`config.mk`:
```
export PLATFORM = sky130hd
export DESIGN_NAME = csr_status_wr
export DESIGN_NICKNAME = d
export VERILOG_FILES = /design/src/rtl/csr_stat_pkg.sv /design/src/rtl/csr_stat_shape.sv /design/src/rtl/csr_stat_reg.sv /design/src/rtl/csr_stat_shadow.sv /design/src/rtl/csr_status_wr.sv
export SDC_FILE = /design/constraint.sdc
export NUM_CORES = 1
export LEC_CHECK = 0
export BUFFER_PORTS_ARGS = -buffer_cell sky130_fd_sc_hd__clkbuf_2
export CORE_UTILIZATION = 40
export DETAILED_ROUTE_END_ITERATION = 16
export PLACE_DENSITY = 0.81
export SLEW_MARGIN = 15
export SYNTH_ARGS = -nofsm -noshare
export SYNTH_HDL_FRONTEND = slang
export SYNTH_SLANG_ARGS = --single-unit
```
`constraint.sdc`:
```
create_clock -name clk -period 0.9 [get_ports clk]
set_input_delay 0.045 -clock clk [delete_from_list [all_inputs] [get_ports clk]]
set_output_delay 0.045 -clock clk [all_outputs]
set_load 0.1 [all_outputs]
```
`src/rtl/csr_stat_pkg.sv`:
```
`timescale 1ns/1ps
package csr_stat_pkg;
   // status word bit positions (behaviour depends on these)
   localparam int POS_CU_HI    = 31;
   localparam int POS_CU_LO    = 28;
   localparam int POS_DSP      = 24;
   localparam int POS_BOOTVEC  = 22;
   localparam int POS_SOFTRST  = 20;
   localparam int POS_NMIF     = 19;
   localparam int POS_XK       = 7;
   localparam int POS_XS       = 6;
   localparam int POS_XU       = 5;
   localparam int POS_MODE_HI  = 4;
   localparam int POS_MODE_LO  = 3;
   localparam int POS_ERRLVL   = 2;
   // shadow word positions
   localparam int SH_CU_LO     = 28;
   localparam int SH_DSP       = 27;
   localparam int SH_MODE_LO   = 11;
   localparam int MODE_W       = POS_MODE_HI - POS_MODE_LO + 1;
   localparam int CU_W         = POS_CU_HI - POS_CU_LO + 1;

   typedef struct packed {
      logic [CU_W-1:0]   cu;
      logic              dsp;
      logic [MODE_W-1:0] mode;
   } shadow_fields_t;
endpackage

```
`src/rtl/csr_stat_shape.sv`:
```
`timescale 1ns/1ps
module csr_stat_shape
   import csr_stat_pkg::*;
#(
   parameter int DATA_W   = 32,
   parameter bit HAS_WIDE = 1'b1
) (
   input  logic              r6,
   input  logic [DATA_W-1:0] wr_data,
   input  logic [DATA_W-1:0] wmask,
   output logic [DATA_W-1:0] eff_data,
   output logic [DATA_W-1:0] eff_mask
);
   logic [DATA_W-1:0] chained;

   generate
      if (HAS_WIDE) begin : g_chain
         always_comb begin
            chained = wr_data;
            if (r6) begin
               chained[POS_XS] = wr_data[POS_XS] & wr_data[POS_XK];
               chained[POS_XU] = wr_data[POS_XU] & chained[POS_XS];
            end
         end
      end else begin : g_flat
         assign chained = wr_data;
      end
   endgenerate

   always_comb begin
      eff_mask = wmask;
      if (r6) begin
         if ((&wmask[POS_MODE_HI:POS_MODE_LO]) && (&chained[POS_MODE_HI:POS_MODE_LO]))
            eff_mask[POS_MODE_HI:POS_MODE_LO] = '0;
         eff_mask[POS_SOFTRST] = wmask[POS_SOFTRST] & ~chained[POS_SOFTRST];
         eff_mask[POS_NMIF]    = wmask[POS_NMIF]    & ~chained[POS_NMIF];
      end
   end

   assign eff_data = chained;
endmodule

```
`src/rtl/csr_stat_reg.sv`:
```
`timescale 1ns/1ps
module csr_stat_reg
   import csr_stat_pkg::*;
#(
   parameter int DATA_W   = 32,
   parameter bit HAS_WIDE = 1'b1
) (
   input  logic              clk,
   input  logic              rst_n,
   input  logic              we,
   input  logic [DATA_W-1:0] eff_data,
   input  logic [DATA_W-1:0] eff_mask,
   output logic [DATA_W-1:0] q,
   output shadow_fields_t    fields_next,
   output logic              flush
);
   localparam logic [DATA_W-1:0] RST_VAL =
      (DATA_W'(1) << POS_BOOTVEC) | (DATA_W'(1) << POS_ERRLVL);
   localparam logic [DATA_W-1:0] EXT_BITS =
      (DATA_W'(1) << POS_XK) | (DATA_W'(1) << POS_XS) | (DATA_W'(1) << POS_XU);

   logic [DATA_W-1:0] nxt;
   logic              lost;

   assign nxt = (q & ~eff_mask) | (eff_data & eff_mask);

   assign fields_next.cu   = nxt[POS_CU_HI:POS_CU_LO];
   assign fields_next.dsp  = nxt[POS_DSP];
   assign fields_next.mode = nxt[POS_MODE_HI:POS_MODE_LO];

   generate
      if (HAS_WIDE) begin : g_seg
         assign lost = |(q & ~nxt & EXT_BITS);
      end else begin : g_noseg
         assign lost = 1'b0;
      end
   endgenerate

   always_ff @(posedge clk or negedge rst_n) begin
      if (!rst_n) begin
         q     <= RST_VAL;
         flush <= 1'b0;
      end else begin
         flush <= we & lost;
         if (we) q <= nxt;
      end
   end
endmodule

```
`src/rtl/csr_stat_shadow.sv`:
```
`timescale 1ns/1ps
module csr_stat_shadow
   import csr_stat_pkg::*;
#(
   parameter int DATA_W = 32,
   parameter int ASID_W = 10
) (
   input  logic              clk,
   input  logic              rst_n,
   input  logic              we,
   input  shadow_fields_t    fields,
   input  logic [ASID_W-1:0] asid,
   input  logic [ASID_W-1:0] asid_mask,
   output logic [DATA_W-1:0] q
);
   logic [DATA_W-1:0] nxt;

   always_comb begin
      nxt = q;
      nxt[SH_CU_LO +: CU_W]     = fields.cu;
      nxt[SH_DSP]               = fields.dsp;
      nxt[SH_MODE_LO +: MODE_W] = fields.mode;
      nxt[ASID_W-1:0]           = asid & asid_mask;
   end

   always_ff @(posedge clk or negedge rst_n) begin
      if (!rst_n)  q <= '0;
      else if (we) q <= nxt;
   end
endmodule

```
`src/rtl/csr_status_wr.sv`:
```
`timescale 1ns/1ps
module csr_status_wr
   import csr_stat_pkg::*;
#(
   parameter int DATA_W   = 32,
   parameter int ASID_W   = 10,
   parameter bit HAS_WIDE = 1'b1
) (
   input  logic              clk,
   input  logic              rst_n,
   input  logic              cfg_r6,
   input  logic [DATA_W-1:0] cfg_wmask,
   input  logic [ASID_W-1:0] cfg_asid_mask,
   input  logic              wr_en,
   input  logic [DATA_W-1:0] wr_data,
   input  logic [ASID_W-1:0] cur_asid,
   output logic [DATA_W-1:0] rd_data,
   output logic [DATA_W-1:0] shadow_q,
   output logic              flush_req
);
   initial begin
      assert (DATA_W >= 32) else $fatal(1, "status word must be at least 32 bits");
      assert (ASID_W >= 1 && ASID_W <= SH_MODE_LO)
         else $fatal(1, "identifier field overlaps shadow mode field");
   end

   logic [DATA_W-1:0] eff_data, eff_mask, status_q;
   shadow_fields_t    fnext;

   csr_stat_shape #(.DATA_W(DATA_W), .HAS_WIDE(HAS_WIDE)) u_shape (
      .r6(cfg_r6), .wr_data(wr_data), .wmask(cfg_wmask),
      .eff_data(eff_data), .eff_mask(eff_mask));

   csr_stat_reg #(.DATA_W(DATA_W), .HAS_WIDE(HAS_WIDE)) u_reg (
      .clk(clk), .rst_n(rst_n), .we(wr_en), .eff_data(eff_data),
      .eff_mask(eff_mask), .q(status_q), .fields_next(fnext), .flush(flush_req));

   csr_stat_shadow #(.DATA_W(DATA_W), .ASID_W(ASID_W)) u_shadow (
      .clk(clk), .rst_n(rst_n), .we(wr_en), .fields(fnext),
      .asid(cur_asid), .asid_mask(cfg_asid_mask), .q(shadow_q));

   assign rd_data = status_q;
endmodule

```
# After elaboration in Yosys (flattened, before gate mapping)
# Index checks and enable logic that the tools add are counted.
op_classes:
  n_mux: 4
  bitwise_logic: 14
  n_reduce_logical: 4
op_table:
  columns: ["cell", "count"]
  rows:
  - ["$and 32x32->32", 2]
  - ["$not 32->32", 1]
  - ["$or 32x32->32", 1]
  - ["$and 10x10->10", 1]
  - ["$and 8x8->8", 1]
  - ["$mux 2", 4]
  - ["$not 8->8", 1]
  - ["$and 1x1->1", 5]
  - ["$reduce_and 2->1", 2]
  - ["$reduce_or 3->1", 1]
  - ["$not 1->1", 2]
  - ["$logic_and 1x1->1", 1]
word_totals:
  reg_bits: 50
  in_bits: 88

# Longest topological paths before layout
# Gate-level depths: netlist of the first run.
depth:
  word_depth: 11
  ltp_mapped: 5
  ltp_nobuf: 3

# Hierarchy
# From an unflattened synthesis of the first run, not the netlist that was laid out.
hier_totals:
  hier_cells: 252
  hier_area_um2: 3014.1
by_module_without_submodules:
  columns: ["module", "instances", "cells_per_inst", "area_per_inst_um2", "seq_area_each_um2"]
  rows:
  - ["csr_stat_reg", 1, 112, 1584.0, 828.3]
  - ["csr_stat_shadow", 1, 73, 923.4, 425.4]
  - ["csr_stat_shape", 1, 67, 506.7, 0.0]

# Worst setup path before layout of the first run
# No wires, ideal clock.
synth_timing:
  path_type: "reg2out"
  startpoint: "reg (tool-made name)"
  endpoint: "out shadow_q[11]"
  arrival_time_ns: 1.340
  required_time_ns: 0.855
  slack_ns: -0.485
  path_stages_with_launch: 2
  path_buffers: 1
  path_cell_list: "dfrtp_1 buf_4"
synth_lines:
  columns: ["item", "line", "source"]
  rows:
  - ["end: declaration", "csr_status_wr.sv:18", "output logic [DATA_W-1:0] shadow_q,"]

==> flow_metrics.tcl, run 1 <==
set metrics [dict create \
    outcome "finished with violations" \
    violations "setup timing" \
    multiInputGateArea_um2 802 \
    grt_pass1_vias 2336 \
    io_buffers 137 \
    finalWorstSetupSlack_ns -0.260 \
    p_leak_nw 2.05 \
    synth.avg_cell_area_um2 11.1 \
    finClkSkew_ns 0.00769 \
    initial_core_util 0.421 \
    final-instance-count-excl-fill 426 \
    crit_required_ns 0.85 \
    path_class "reg2out" \
    wl_per_cell_um 20.8 \
    grt_pass1_wl_um 12200 \
    cts_sinks 43 \
    dp_cells 382 \
    crit_slowest_cell "dfstp_4" \
    rows 25 \
    syn_inst 180 \
    routed_via_density 5.11 \
    powerDensity_nw_per_um2 2200 \
    path_delay_family "flip-flops" \
    maxCapViolCount 0 \
    nets 446 \
    syn_area_um2 2000 \
    ant_nets 0 \
    slew_viol_final 0 \
    synth_top_area_cell "dfrtp_1" \
    crit_buf_inv 1 \
    cts_tree "done" \
    p_switching_w 0.00417 \
    synth_top_area_share 0.513 \
    swShare 0.448 \
    dp_slack_ns 0.00761 \
    crit_path_max_incr_delay_ns 0.65 \
    cts-buffers-inserted 5 \
    antenna_found_initial 0 \
    clk_path_buf_depth 2 \
    drc 0 \
    min_path_type "in2reg" \
    power_frac_comb 0.540 \
    ys_seq_elements 43 \
    final.period_utilization 1.29 \
    crit_path_start_kind "flop" \
    dp_hpwl_um 4760 \
    insertion_delay_ns 0.29 \
    critPathMaxFanout 2 \
    final_hold_viol_count 0 \
    die-area_um2 5290 \
    sequentialPowerShare 0.289 \
    h-tree-depth 2 \
    drt_first_pass_iters 4 \
    ys_warn_count 0 \
    grt.overflow.total 0 \
    rsz0062_at_grt "true" \
    peakVddDrop_mv 1.49 \
    wl_um 8870 \
    end_kind "output port" \
    cts-root-buf "clkbuf_8" \
    synthTopCellsByArea "dfrtp_1 51%, mux2_2 9.6%, buf_4 9.0%" \
    ios 153 \
    globalplace.congestion 0.743 \
    internal_power_w 0.00513 \
    period_needed_ns 1.16 \
    dieHeight_um 72.7 \
    pwr-share-clk 0.170 \
    max_freq_mhz 862 \
    grt_max_degree 44 \
    first_iter_violations 99 \
    grt_use_total 0.319 \
    regArea_um2 1240 \
    syn2layout_area_growth_pct 112 \
    clk_pin_slew_worst_paths_ns 0.09 \
    layout-drive-gt1-share 0.669 \
    arrival_ns 1.12 \
    placeableCoreArea_um2 4750 \
    n_antenna_cell 0 \
    synthDistinctLibCells 21 \
    die_w_um 72.7 \
    vias 2175 \
    finalSetupViolations 62 \
    cp_cell_sequence "buf_12" \
    rrSetupSlack_ns -0.16 \
    nFillCells 204 \
    ys_seq_area_frac 0.539 \
]
## worst register-to-register path: cells and delay by family (launching register included)
| kind | cells | cell delay, ns |
|---|---|---|
| multiplexers | 1 | 0.30 |
| buffers and inverters | 1 | 0.14 |
| flip-flops | 1 | 0.51 |
## cells in the mapped netlist
cell      instances
dfstp_2           2
a21boi_0          1
buf_6             2
a21oi_1           1
inv_1            11
o221ai_1          1
buf_2             1
nand4_1           1
conb_1            1
o22a_1            4
mux2_4            9
o21ai_0          11
dfrtp_1          41
buf_4            24
nor2_1            2
a22o_1            1
a31oi_1           2
nand2_1          35
clkbuf_1          1
nand3_1          12
mux2_2           17
## cells in the final DEF, fill, tap and decap left out
| master | instances |
|---|---|
| inv_1 | 10 |
| o21ai_0 | 7 |
| nor2_1 | 2 |
| a21boi_0 | 1 |
| nand2_1 | 35 |
| clkbuf_8 | 6 |
| buf_12 | 53 |
| bufinv_16 | 1 |
| mux2_4 | 26 |
| clkbuf_2 | 87 |
| o221ai_2 | 1 |
| dlygate4sd3_1 | 27 |
| o22a_1 | 4 |
| o21ai_1 | 1 |
| nand3_1 | 12 |
| conb_1 | 15 |
| o21ai_2 | 3 |
| buf_6 | 14 |
| inv_2 | 1 |
| a22o_1 | 1 |
| a31oi_1 | 2 |
| a21oi_1 | 1 |
| buf_4 | 4 |
| dfrtp_4 | 40 |
| nand4_1 | 1 |
| dfstp_4 | 2 |
| clkinv_2 | 1 |
| dfrtp_2 | 1 |
## layer usage
| layer | GRT usage | part of all wire | wire length (um) | vias to the layer above |
|---|---|---|---|---|
| li1 | - | - | - | 912 |
| met1 | 0.337 | 0.34 | 3030 | 1064 |
| met2 | 0.569 | 0.51 | 4560 | 167 |
| met3 | 0.108 | 0.10 | 902 | 32 |
| met4 | 0.150 | 0.042 | 376 | 0 |
| met5 | 0 | 0 | 0 | - |
## layout make-up
type / instances / share of cell area
Tap cell: 67 / 0.0198
Multi-Input combinational cell: 112 / 0.189
Inverter: 11 / 0.00975
Clock buffer: 6 / 0.0195
Clock inverter: 2 / 0.00827
Sequential cell: 43 / 0.292
Timing Repair Buffer: 185 / 0.461
## power by group through the flow
stage	combinational (W)	clock, W	sequential (W)
finish	0.00503	0.00158	0.00269
floorplan	0.00118	0	0.00443
CTS	0.00487	0.00160	0.00267
global placement	0.00464	0	0.00265
global route	0.00513	0.00169	0.00272
detailed placement	0.00470	0	0.00268
## worst paths after layout
check | from | endpoint | cells after the start
min in group asynchronous | rst_n | asynchronous set/reset pin | 3
min | wr_data[30] | flop | 2
max | flop | rd_data[2] | 1
max in group asynchronous | rst_n | asynchronous set/reset pin | 3
max reg2reg | flop | flop | 2
min reg2reg | flop | flop | 1
## what timing repair did
item	in CTS	in global routing
endpoints found under the hold margin	68	0
setup endpoints to repair	51	64
buffers inserted	7	8
pin swaps	0	0
hold buffers	27	0
resized for setup	11	14
## logic make-up (layout without fill, tap and decap cells)
family / Yosys count / count (layout) / share of synthesized area
muxes: 26 / 26 / 0.163
buffers and inverters: 39 / 204 / 0.126
and+or+nand+nor: 50 / 50 / 0.103
other: 1 / 15 / 0.00188
AOI/OAI and AO/OA: 21 / 21 / 0.0663
DFF: 43 / 43 / 0.539
## per-stage QoR
step	total power [W]	setup TNS [ns]	area, um^2	utilization	hold slack, ns
2_1_floorplan	0.00562	-3.82	2280	-	-0.251
3_3_place_gp	0.00728	0	3710	0.781	0.0445
3_5_place_dp	0.00738	0	3710	0.781	0.0543
4_1_cts	0.00914	-7.53	4170	0.878	0.00103
5_1_grt	0.00954	-9.18	4240	0.891	0.00129
6_report	0.00930	-7.67	4240	0.891	0.0171
(Power assumes the default switching activity.)
==> run 2: changes to the inputs <==
--- a/config.mk
+++ b/config.mk
@@ -6,9 +6,9 @@
 export NUM_CORES = 1
 export LEC_CHECK = 0
 export BUFFER_PORTS_ARGS = -buffer_cell sky130_fd_sc_hd__clkbuf_2
-export CORE_UTILIZATION = 40
+export CORE_UTILIZATION = 30
 export DETAILED_ROUTE_END_ITERATION = 16
-export PLACE_DENSITY = 0.81
+export PLACE_DENSITY = 0.63
 export SLEW_MARGIN = 15
 export SYNTH_ARGS = -nofsm -noshare
 export SYNTH_HDL_FRONTEND = slang
==> flow_metrics.tcl, run 2 (same netlist as run 1, synthesis figures left out) <==
set metrics [dict create \
    crit_path_max_incr_delay_ns 0.64 \
    rows 29 \
    ios 153 \
    holdPathStages 3 \
    dpl-instance-area_um2 3710 \
    clk_pin_slew_worst_paths_ns 0.08 \
    vias 1901 \
    finalWorstSetupSlack_ns -0.238 \
    path_class "reg2out" \
    violations "hold timing, setup timing" \
    drc 0 \
    crit_path_start_kind "flop" \
    crit_required_ns 0.85 \
    cts-root-buf "clkbuf_8" \
    path_delay_family "flip-flops" \
    end_kind "output port" \
    cts_tree "done" \
    grt_pass1_wl_um 9330 \
    syn2layout_area_growth_pct 112 \
    die_w_um 83.6 \
    finalSetupViolations 56 \
    h-tree-depth 2 \
    max_freq_mhz 879 \
    final_hold_viol_count 2 \
    rsz0062_at_grt "true" \
    routed_via_density 4.35 \
    peakVddDrop_mv 1.28 \
    cp_cell_sequence "buf_12" \
    nFillCells 461 \
    ant_nets 0 \
    cts-buffers-inserted 5 \
    n_antenna_cell 0 \
    finish.instance_area_um2 4240 \
    p_leak_nw 2.04 \
    dieHeight_um 83.6 \
    antenna_found_initial 0 \
    globalplace.congestion 0.730 \
    arrival_ns 1.09 \
    finClkSkew_ns 0.00408 \
    hold_slack_ns -0.00103 \
    placeableCoreArea_um2 6390 \
    outcome "finished with violations" \
    nets 448 \
    die-area_um2 6990 \
    io_buffers 137 \
    first_iter_violations 43 \
    final_cell_mix "87 x clkbuf_2, 53 x buf_12, 40 x dfrtp_4" \
    utilization 0.663 \
    layout-drive-gt1-share 0.639 \
    grt_pass1_vias 1973 \
    wl_um 5620 \
    layout_commonest_cell "clkbuf_2" \
    maxCapViolCount 0 \
    final.period_utilization 1.26 \
    slew_viol_final 0 \
    dp_hpwl_um 3970 \
    period_needed_ns 1.14 \
    cts_sinks 43 \
    min_path_type "in2reg" \
    reg2reg_depth 2 \
    powerDensity_nw_per_um2 2060 \
    grt.overflow.total 0 \
    crit_slowest_cell "dfstp_4" \
    critPathMaxFanout 2 \
    insertion_delay_ns 0.29 \
    grt_use_total 0.167 \
    drt_first_pass_iters 5 \
    initial_core_util 0.313 \
    crit_buf_inv 1 \
    grt_max_degree 44 \
    dp_slack_ns 0.0153 \
    path_depth 1 \
    clk_path_buf_depth 2 \
    wl_per_cell_um 12.9 \
]
run 2: where the power goes:
part	leakage, nW	internal, W	switching [W]
registers	0.474	0.00236	0.000293
clock network	0.0470	0.000603	0.000634
logic	1.51	0.00184	0.00300
run 2: final cells by class:
cell class	instances	area [um^2]	share of cell area
sequential	43	1240	0.292
tap	77	96.3	0.0227
timing repair buffer	187	1980	0.467
clock inverter	1	5.00	0.00118
inverter	11	41.3	0.00975
clock buffer	6	82.6	0.0195
multi-input combinational	112	795	0.188
run 2: metal layers:
layer	vias to the layer above	share of wire	routed length (um)	track usage
li1	917	-	-	-
met4	0	0.012	67	0.0431
met5	-	0	0	0
met1	867	0.39	2180	0.196
met2	105	0.52	2920	0.295
met3	12	0.082	458	0.0514
run 2: final timing paths:
path                             startpoint                          to  slack [ns]
max in group asynchronous             rst_n  asynchronous set/reset pin        0.33
max reg2reg                            flop                        flop       -0.08
min reg2reg                            flop                        flop        0.58
max                                    flop                 rd_data[22]       -0.24
min in group asynchronous             rst_n               u_shadow.q[9]        0.29
min                        cfg_asid_mask[7]               u_shadow.q[7]      -0.001
run 2: metrics by stage:
step                TNS [ns]  total power (W)  instances
floorplan              -3.82          0.00562        194
CTS                    -7.23          0.00880        437
global placement           0          0.00727        390
global route           -8.30          0.00904        437
detailed placement         0          0.00733        390
finish                 -6.68          0.00873        437
run 2: repair_timing:
item	4_1_cts	5_1_grt
hold buffers	35	0
buffers inserted	6	2
cloned	0	0
pin swaps	0	1
gates resized for setup	12	4
setup endpoints to repair	50	57
hold endpoints to repair	75	0
